### config.mk
export PLATFORM = sky130hd
export DESIGN_NAME = adc_seq_ctrl
export DESIGN_NICKNAME = d
export VERILOG_FILES = /design/src/rtl/adc_seq_pkg.sv /design/src/rtl/adc_tick_gen.sv /design/src/rtl/adc_trig_sel.sv /design/src/rtl/adc_conv_fsm.sv /design/src/rtl/adc_seq_ctrl.sv
export SDC_FILE = /design/constraint.sdc
export NUM_CORES = 1
export LEC_CHECK = 0
export BUFFER_PORTS_ARGS = -buffer_cell sky130_fd_sc_hd__buf_2
export CAP_MARGIN = 20
export CORE_MARGIN = 5
export CORE_UTILIZATION = 45
export CTS_CLUSTER_SIZE = 40
export DETAILED_ROUTE_END_ITERATION = 16
export GPL_TIMING_DRIVEN = 1
export HOLD_SLACK_MARGIN = 0.06
export PLACE_DENSITY = 0.67
export SLEW_MARGIN = 20
export SYNTH_ARGS = -nofsm -noshare
export SYNTH_HDL_FRONTEND = slang
export SYNTH_HIERARCHICAL = 1
export SYNTH_SLANG_ARGS = --single-unit
### constraint.sdc
create_clock -name clk -period 4.32 [get_ports clk]
set_clock_uncertainty 0.05 [all_clocks]
set_input_delay 0.432 -clock clk [delete_from_list [all_inputs] [get_ports clk]]
set_output_delay 0.432 -clock clk [all_outputs]
set_load 0.05 [all_outputs]
### src/rtl/adc_seq_pkg.sv
package adc_seq_pkg;

    typedef enum logic [2:0] {
        ST_IDLE,
        ST_ZERO,
        ST_SAMPLE,
        ST_COARSE,
        ST_FINE
    } conv_state_e;

    typedef enum logic [1:0] {
        MD_ONCE   = 2'd0,
        MD_REPEAT = 2'd1,
        MD_SWEEP  = 2'd2,
        MD_LOOP   = 2'd3
    } seq_mode_e;

    typedef enum logic [1:0] {
        SRC_WRITE = 2'd0,
        SRC_TMR0  = 2'd1,
        SRC_TMR2  = 2'd2,
        SRC_NONE  = 2'd3
    } trig_src_e;

    // Divider code to tick period in system clocks.
    function automatic int unsigned div_ratio(input logic [2:0] code);
        int unsigned r;
        unique case (code)
            3'd0: r = 2;
            3'd1: r = 4;
            3'd2: r = 8;
            3'd3: r = 10;
            3'd4: r = 16;
            3'd5: r = 20;
            3'd6: r = 32;
            default: r = 40;
        endcase
        return r;
    endfunction

endpackage

### src/rtl/adc_tick_gen.sv
module adc_tick_gen
    import adc_seq_pkg::*;
#(
    parameter int CNT_W = 6
) (
    input  logic       clk,
    input  logic       rst_n,
    input  logic       run,
    input  logic       restart,
    input  logic [2:0] div_code,
    output logic       tick
);
    logic [CNT_W-1:0] cnt_q;
    logic [CNT_W-1:0] limit;

    assign limit = CNT_W'(div_ratio(div_code) - 1);
    assign tick  = run && (cnt_q == limit);

    always_ff @(posedge clk or negedge rst_n) begin
        if (!rst_n) begin
            cnt_q <= '0;
        end else if (!run || restart || tick) begin
            cnt_q <= '0;
        end else begin
            cnt_q <= cnt_q + 1'b1;
        end
    end
endmodule

### src/rtl/adc_trig_sel.sv
module adc_trig_sel
    import adc_seq_pkg::*;
(
    input  logic       en,
    input  logic [1:0] src,
    input  logic       ctl_wr,
    input  logic       tmr0_tmo,
    input  logic       tmr2_tmo,
    output logic       start
);
    logic picked;

    always_comb begin
        unique case (trig_src_e'(src))
            SRC_WRITE: picked = ctl_wr;
            SRC_TMR0:  picked = tmr0_tmo;
            SRC_TMR2:  picked = tmr2_tmo;
            default:   picked = 1'b0;
        endcase
    end

    assign start = en && picked;
endmodule

### src/rtl/adc_conv_fsm.sv
module adc_conv_fsm
    import adc_seq_pkg::*;
#(
    parameter int NCH      = 4,
    parameter int COARSE_W = 5,
    parameter int FINE_W   = 3,
    localparam int CH_W    = $clog2(NCH),
    localparam int RES_W   = COARSE_W + FINE_W
) (
    input  logic                clk,
    input  logic                rst_n,
    input  logic                en,
    input  logic                start,
    input  logic                tick,
    input  logic [1:0]          mode_in,
    input  logic [CH_W-1:0]     first_ch,
    input  logic [COARSE_W-1:0] coarse_code,
    input  logic [FINE_W-1:0]   fine_code,
    output logic [CH_W-1:0]     ana_ch,
    output logic                ana_zero,
    output logic                ana_sample,
    output logic                ana_coarse,
    output logic                ana_fine,
    output logic                busy,
    output logic                wr_en,
    output logic [CH_W-1:0]     wr_slot,
    output logic [CH_W-1:0]     wr_idx,
    output logic [RES_W-1:0]    wr_data
);
    localparam logic [CH_W-1:0] LAST_IDX = CH_W'(NCH - 1);

    conv_state_e         state_q, state_d;
    seq_mode_e           mode_q;
    logic [CH_W-1:0]     idx_q;
    logic [CH_W-1:0]     ch_q;
    logic [COARSE_W-1:0] coarse_q;
    logic                more;
    logic                stepping;

    // Does the group continue after the current conversion?
    always_comb begin
        unique case (mode_q)
            MD_ONCE:   more = 1'b0;
            MD_REPEAT: more = (idx_q != LAST_IDX);
            MD_SWEEP:  more = (idx_q != LAST_IDX);
            default:   more = 1'b1;
        endcase
    end

    assign stepping = (mode_q == MD_SWEEP) || (mode_q == MD_LOOP);

    // Next-state logic
    always_comb begin
        state_d = state_q;
        if (!en) begin
            state_d = ST_IDLE;                        // go_off
        end else if (start) begin
            state_d = ST_ZERO;                        // go_start
        end else if (tick) begin
            unique case (state_q)
                ST_IDLE:   state_d = ST_IDLE;
                ST_ZERO:   state_d = ST_SAMPLE;       // tick_zero
                ST_SAMPLE: state_d = ST_COARSE;       // tick_sample
                ST_COARSE: state_d = ST_FINE;         // tick_coarse
                ST_FINE:   state_d = more ? ST_ZERO   // tick_next
                                          : ST_IDLE;  // tick_done
                default:   state_d = ST_IDLE;
            endcase
        end
    end

    // State register
    always_ff @(posedge clk or negedge rst_n) begin
        if (!rst_n) begin
            state_q <= ST_IDLE;
        end else begin
            state_q <= state_d;
        end
    end

    // Sequence datapath: mode, conversion index, channel, coarse capture
    always_ff @(posedge clk or negedge rst_n) begin
        if (!rst_n) begin
            mode_q   <= MD_ONCE;
            idx_q    <= '0;
            ch_q     <= '0;
            coarse_q <= '0;
        end else if (en && start) begin
            mode_q <= seq_mode_e'(mode_in);
            idx_q  <= '0;
            ch_q   <= first_ch;
        end else if (en && tick) begin
            if (state_q == ST_COARSE) begin
                coarse_q <= coarse_code;
            end
            if (state_q == ST_FINE) begin
                idx_q <= idx_q + 1'b1;
                if (stepping) begin
                    ch_q <= ch_q + 1'b1;
                end
            end
        end
    end

    // Outputs
    always_comb begin
        ana_zero   = 1'b0;
        ana_sample = 1'b0;
        ana_coarse = 1'b0;
        ana_fine   = 1'b0;
        unique case (state_q)
            ST_IDLE:   ;
            ST_ZERO:   ana_zero   = 1'b1;
            ST_SAMPLE: ana_sample = 1'b1;
            ST_COARSE: ana_coarse = 1'b1;
            ST_FINE:   ana_fine   = 1'b1;
            default:   ;
        endcase
        ana_ch  = ch_q;
        busy    = (state_q != ST_IDLE);
        wr_en   = en && !start && tick && (state_q == ST_FINE);
        wr_slot = (mode_q == MD_REPEAT) ? idx_q : ch_q;
        wr_idx  = idx_q;
        wr_data = {coarse_q, fine_code};
    end
endmodule

### src/rtl/adc_seq_ctrl.sv
module adc_seq_ctrl
    import adc_seq_pkg::*;
#(
    parameter int NCH      = 4,
    parameter int COARSE_W = 5,
    parameter int FINE_W   = 3,
    parameter int CNT_W    = 6,
    localparam int CH_W    = $clog2(NCH),
    localparam int RES_W   = COARSE_W + FINE_W
) (
    input  logic                 clk,
    input  logic                 rst_n,
    input  logic                 cfg_en,
    input  logic [2:0]           cfg_div,
    input  logic [1:0]           cfg_src,
    input  logic [1:0]           cfg_mode,
    input  logic [CH_W-1:0]      cfg_first_ch,
    input  logic                 cfg_irq_en,
    input  logic                 cfg_irq_sel,
    input  logic                 ctl_wr,
    input  logic                 tmr0_tmo,
    input  logic                 tmr2_tmo,
    input  logic                 irq_clr,
    input  logic [COARSE_W-1:0]  coarse_code,
    input  logic [FINE_W-1:0]    fine_code,
    output logic [CH_W-1:0]      ana_ch,
    output logic                 ana_zero,
    output logic                 ana_sample,
    output logic                 ana_coarse,
    output logic                 ana_fine,
    output logic                 busy,
    output logic [NCH*RES_W-1:0] res_data,
    output logic                 irq
);
    localparam logic [CH_W-1:0] LAST_IDX = CH_W'(NCH - 1);

    logic             start_w;
    logic             tick_w;
    logic             wr_en;
    logic [CH_W-1:0]  wr_slot;
    logic [CH_W-1:0]  wr_idx;
    logic [RES_W-1:0] wr_data;
    logic             irq_evt;
    logic             irq_q;

    adc_trig_sel u_trig (
        .en       (cfg_en),
        .src      (cfg_src),
        .ctl_wr   (ctl_wr),
        .tmr0_tmo (tmr0_tmo),
        .tmr2_tmo (tmr2_tmo),
        .start    (start_w)
    );

    adc_tick_gen #(.CNT_W(CNT_W)) u_tick (
        .clk      (clk),
        .rst_n    (rst_n),
        .run      (busy),
        .restart  (start_w),
        .div_code (cfg_div),
        .tick     (tick_w)
    );

    adc_conv_fsm #(
        .NCH      (NCH),
        .COARSE_W (COARSE_W),
        .FINE_W   (FINE_W)
    ) u_fsm (
        .clk         (clk),
        .rst_n       (rst_n),
        .en          (cfg_en),
        .start       (start_w),
        .tick        (tick_w),
        .mode_in     (cfg_mode),
        .first_ch    (cfg_first_ch),
        .coarse_code (coarse_code),
        .fine_code   (fine_code),
        .ana_ch      (ana_ch),
        .ana_zero    (ana_zero),
        .ana_sample  (ana_sample),
        .ana_coarse  (ana_coarse),
        .ana_fine    (ana_fine),
        .busy        (busy),
        .wr_en       (wr_en),
        .wr_slot     (wr_slot),
        .wr_idx      (wr_idx),
        .wr_data     (wr_data)
    );

    // Result registers
    for (genvar s = 0; s < NCH; s++) begin : g_res
        logic [RES_W-1:0] res_q;
        always_ff @(posedge clk or negedge rst_n) begin
            if (!rst_n) begin
                res_q <= '0;
            end else if (wr_en && (wr_slot == CH_W'(s))) begin
                res_q <= wr_data;
            end
        end
        assign res_data[s*RES_W +: RES_W] = res_q;
    end

    // Sticky interrupt; a set in the same cycle wins over a clear
    assign irq_evt = wr_en && cfg_irq_en &&
                     (cfg_irq_sel ? (wr_idx == LAST_IDX) : (wr_idx == '0));

    always_ff @(posedge clk or negedge rst_n) begin
        if (!rst_n) begin
            irq_q <= 1'b0;
        end else if (irq_evt) begin
            irq_q <= 1'b1;
        end else if (irq_clr) begin
            irq_q <= 1'b0;
        end
    end

    assign irq = irq_q;
endmodule

== Word level (Yosys, flattened, before mapping) ==
Cells that the tools add are included.
Storage, ports and cells
  bits in registers: 53
  input port bits: 26
  output and inout bits: 40
  word-level logic and storage cells: 94
Cells by class
  add/subtract/negate cells: 4
  equality and inequality tests: 22
  mux-type cells: 24
  bitwise logic cells: 1
  reductions and logical operators: 32
Operators by type and width (number)
  case mux 6 bit (7 select lines): 1
  two-way mux 2 bit: 8
  logical AND 1 bit: 13
  == test 2 bit, second input constant: 6
  == test 3 x 2 -> 1 bit, second input constant: 4
  == test 3 bit, second input constant: 4
  case mux 3 bit (4 select lines): 1
  two-way mux 3 bit: 3
  zero test 2 bit: 4
  two-way mux 1 bit: 8
  nonzero test 2 bit: 4
  adder 6 x 1 -> 6 bit, second input constant: 1
  == test 2 x 1 -> 1 bit, second input constant: 3
  == test 3 x 1 -> 1 bit, second input constant: 2
  == test 6 bit: 1
  two-way mux 6 bit: 1
  AND reduction 3 bit: 2
  subtractor 6 x 1 -> 6 bit, second input constant: 1
  adder 2 x 1 -> 2 bit, second input constant: 2
  zero test 3 bit: 1
  logical OR 1 bit: 3
  inequality test 3 x 1 -> 1 bit, second input constant: 1
  case mux 1 bit (3 select lines): 1
  nonzero test 3 bit: 1
  6 further kinds: 7

== Logic depth before layout (Yosys ltp) ==
  word-level depth: 10
  gate-level depth with buffers: 12
  gate-level depth less buffers: 12

== Cells and area by module ==
The synthesis kept the hierarchy.
Modules (own cells, without submodules)
  adc_seq_ctrl: instances 1, cells an instance 74, area each 1252.5 µm², sequential area each 825.8 µm²
  adc_conv_fsm: instances 1, cells an instance 77, area each 850.8 µm², sequential area each 350.3 µm²
  adc_tick_gen: instances 1, cells an instance 56, area each 534.3 µm², sequential area each 150.1 µm²
  adc_trig_sel: instances 1, cells an instance 4, area each 28.8 µm², sequential area each 0.0 µm²

== Least setup slack after synthesis ==
Ideal clock, no wire load.
  path kind: in2reg
  start point: input cfg_div[1]
  end point: register g_res[0].res_q[0]
  setup time: 0.125 ns
  arrival time: 3.368 ns
  required time: 4.145 ns
  setup slack: 0.777 ns
  cell stages on the path: 12
  buffers on the path: 0
  path through: nand2b_1 > nand3_1 > ha_1 > xnor2_1 > or4_4 > nor4_4 > and3_1 > and4bb_2 > nand2_1 > nor2_1 > nor3b_4 > mux2_2
On the way
  longest elaborated chain between the ends: 8
  elaborated cells on any way between the ends: 14
  classes of those cells: add/sub: 1; eq/ne: 7; mux: 1; reduce/logical: 5
Ends and longest elaborated chain
  start, declared: line adc_seq_ctrl.sv:14  | input logic [2:0] cfg_div,
  == test 3 bit (tied with other cells): line adc_seq_pkg.sv:28  | unique case (code)
  case mux 6 bit (7 select lines) (*): line adc_seq_pkg.sv:28
  subtractor 6 x 1 -> 6 bit (*): line adc_tick_gen.sv:16  | assign limit = CNT_W'(div_ratio(div_code) - 1);
  == test 6 bit (*): line adc_tick_gen.sv:17  | assign tick = run && (cnt_q == limit);
  logical AND 1 bit (*): line adc_tick_gen.sv:17
  named net tick_w: line adc_seq_ctrl.sv:38  | logic tick_w;
  logical AND 1 bit (*) (2 in series): line adc_conv_fsm.sv:121  | wr_en = en && !start && tick && (state_q == ST_FINE);
  named net wr_en: line adc_seq_ctrl.sv:39  | logic wr_en;
  logical AND 1 bit (*): line adc_seq_ctrl.sv:96  | end else if (wr_en && (wr_slot == CH_W'(s))) begin
  end signal, assigned: line adc_seq_ctrl.sv:97  | res_q <= wr_data;
  end, declared: line adc_seq_ctrl.sv:92  | logic [RES_W-1:0] res_q;
Mark *: on every way through the listed nets, which the timed path passes. The rest lies on a longest branch.
A chain may end at the register's enable or synchronous reset.

== Worst setup path in the final report ==
  start point: input cfg_div[1]
  end point: register g_res[0].res_q[7]
The elaborated chain is that of the path after synthesis.

==> flow_metrics.tcl <==
set metrics [dict create \
    syn_area_per_cell_um2 12.64 \
    fin_crit_ns 3.656 \
    area_growth_pct 19.01 \
    ys_seq_area_share_pct 49.74 \
    n_antenna_cell 0 \
    drc 0 \
    postSynthCellCount 211 \
    maxCapViolCount 0 \
    cpPeakStageDelay_ns 0.51 \
    die_y_um 86.98 \
    clk_pin_slew_worst_paths_ns 0.10 \
    total_power_uw 927.6 \
    rows 28 \
    relSlewSlack_pct 57.05 \
    layout_common_cells "65 x buf_2, 53 x dfrtp_1, 37 x mux2_2" \
    final_area_um2 3173 \
    drt-wirelength-per-cell_um 15.00 \
    final-hold-violation-count 0 \
    cp.arrival_ns 3.80 \
    grt_pass1_wl_um 9004 \
    dp_hpwl_um 3919 \
    synth-warning-count 6 \
    h-tree-depth 2 \
    p_per_area_nw_per_um2 292.3 \
    synth_cell_types 46 \
    p_leak_nw 1.649 \
    synth_top_area_share_pct 49.74 \
    max_freq_mhz 273.5 \
    clock_sinks 53 \
    io_buffers 65 \
    placed_cell_area_um2 3083 \
    cts_setup_buffers 0 \
    cts_resized 0 \
    slowest_stage "nor3b_4" \
    crit_fanout 8 \
    status "finished clean" \
    drt-pass1-iter-count 4 \
    timing.final.crit_share_pct 84.63 \
    cts.hold.buffers_added 0 \
    pin_count 66 \
    vias 1819 \
    whs_ns 0.1722 \
    tns_ns 0 \
    die_w_um 86.98 \
    crit_required_ns 4.46 \
    cts_tree "built" \
    worstSetupPathType "input pin to register" \
    drtIter0Drc 36 \
    final_common_cell "buf_2" \
    worst_slew_pin_slew_ns 0.6443 \
    synth_area_um2 2666 \
    die-area_um2 7565 \
    numCtsBuffers 5 \
    synth_top_area_cell "dfrtp_1" \
    start_kind "input pin" \
    cts_buffer_depth 2 \
    antenna_left 0 \
    routabilityCongestion 0.8107 \
    rsz0062_at_grt "no" \
    hp-class "input pin to async pin" \
    crit_chain "buf_2, nand2b_1, nand3_1, ha_1, xnor2_1, or4_4, nor4_4, and3_1, and4bb_2, nand2_1, nor2_1, nor3b_4, mux2_2" \
    num-fill-cells 520 \
    drive_gt1_share_pct 46.64 \
    nets 315 \
    grt_max_degree 54 \
    grt.overflow.total 0 \
    clock_latency_ns 0.30 \
    synth_seq_cells 53 \
    synth_nets 244 \
    grt_antenna_before_repair 0 \
    fin_util_pct 54.23 \
    grt_pass1_vias 1890 \
    critical_path.endpoint_type "register" \
    peakVddDrop_mv 0.2049 \
    postRouteWirelength_um 5369 \
    drv_slew 0 \
    ys_top_cells_by_area "dfrtp_1 50%, mux2_2 16%, ha_1 3.3%, mux2_4 2.8%, nand2b_1 1.6%" \
    initial_core_util_pct 45.57 \
    setup_viol 0 \
    vias_per_cell 5.081 \
    root_buffer "clkbuf_8" \
    grt_usage_pct 15.23 \
    fp.coreArea_um2 5851 \
]
==> logic make-up after synthesis <==
logic type	count (synthesis)	share of synthesized area, %
muxes	44	19.19
AOI/OAI and AO/OA	31	8.118
buffers and inverters	17	3.191
and+or+nand+nor	51	13.84
xor gates and xnor gates	8	2.628
DFF	53	49.74
adders and majority gates	7	3.285
==> worst max-delay path: cells and delay by family <==
kind / cells / cell delay (ns)
xor+xnor: 1 / 0.13
fa+ha+maj: 1 / 0.31
buf+inv: 1 / 0.16
mux: 1 / 0.39
simple gates: 9 / 2.38
==> final cells by class <==
class,instances,area [um2],share of cell area (%)
Tap cell,75,93.84,2.957
Clock inverter,3,21.27,0.6703
Timing Repair Buffer,71,370.4,11.67
Sequential cell,53,1326,41.80
Inverter,10,37.54,1.183
Multi-Input combinational cell,141,1255,39.55
Clock buffer,5,68.82,2.169
==> metal layers <==
| metal | part of all wire, % | up-vias | global-route usage [%] |
|---|---|---|---|
| li1 | - | 897 | - |
| met1 | 46 | 888 | 19.79 |
| met2 | 49 | 30 | 24.36 |
| met3 | 4.4 | 4 | 4.447 |
| met4 | 0.95 | 0 | 5.099 |
| met5 | 0 | - | 0 |
==> stage by stage <==
| step | cells | worst slack (ns) |
|---|---|---|
| finish | 358 | 0.6639 |
| detailed placement | 350 | 0.3626 |
| CTS | 358 | 0.7061 |
| global route | 358 | 0.4696 |
| floorplan | 211 | 0.7774 |
| global placement | 350 | 0.4613 |
==> where the power goes <==
| group | leakage [nW] | internal (mW) | switching [mW] |
|---|---|---|---|
| combinational | 0.877 | 0.0521 | 0.0767 |
| sequential | 0.728 | 0.506 | 0.0133 |
| clock | 0.0445 | 0.115 | 0.164 |
| total | 1.65 | 0.674 | 0.254 |
==> Yosys cell counts, drive strengths merged <==
library cell,n
xnor2,4
o22ai,3
nand3,5
nand2,7
nor3,1
nor2b,3
a21oi,8
dfrtp,53
inv,10
and3b,2
nor3b,6
mux2i,2
clkbuf,2
o21a,1
a21bo,1
o211ai,4
nor2,5
a211oi,1
or3,1
a31oi,3
a311oi,4
a2111oi,1
mux2,42
o21ai,4
a31o,1
ha,7
nand3b,4
and2,1
nand2b,7
and4bb,1
buf,5
xor2,4
or4,2
nor4,1
nor4b,1
and3,3
and4b,1
==> sequential cells by signal, summed over array words and instances, names as in the netlist <==
register,cells
u_fsm/state_q,3
u_tick/cnt_q,6
u_fsm/ana_ch,2
irq,1
u_fsm/mode_q,2
u_fsm/coarse_q,5
u_fsm/wr_idx,2
g_res.res_q,32
==> worst paths after layout <==
path / start / endpoint / slack, ns / cells after the start
worst max-delay path: cfg_div[1] / g_res[0].res_q[7] / 0.66 / 13
worst min-delay path: rst_n / g_res[2].res_q[1] / 0.17 / 2
worst max register to register: u_fsm/state_q[0] / g_res[0].res_q[7] / 0.85 / 10
worst min register to register: g_res[2].res_q[2] / g_res[2].res_q[2] / 0.46 / 1
max in group asynchronous: rst_n / g_res[1].res_q[0] / 3.61 / 2
min in group clk: irq_clr / irq / 0.26 / 2
No activity file was read; power rests on OpenSTA's default activity.
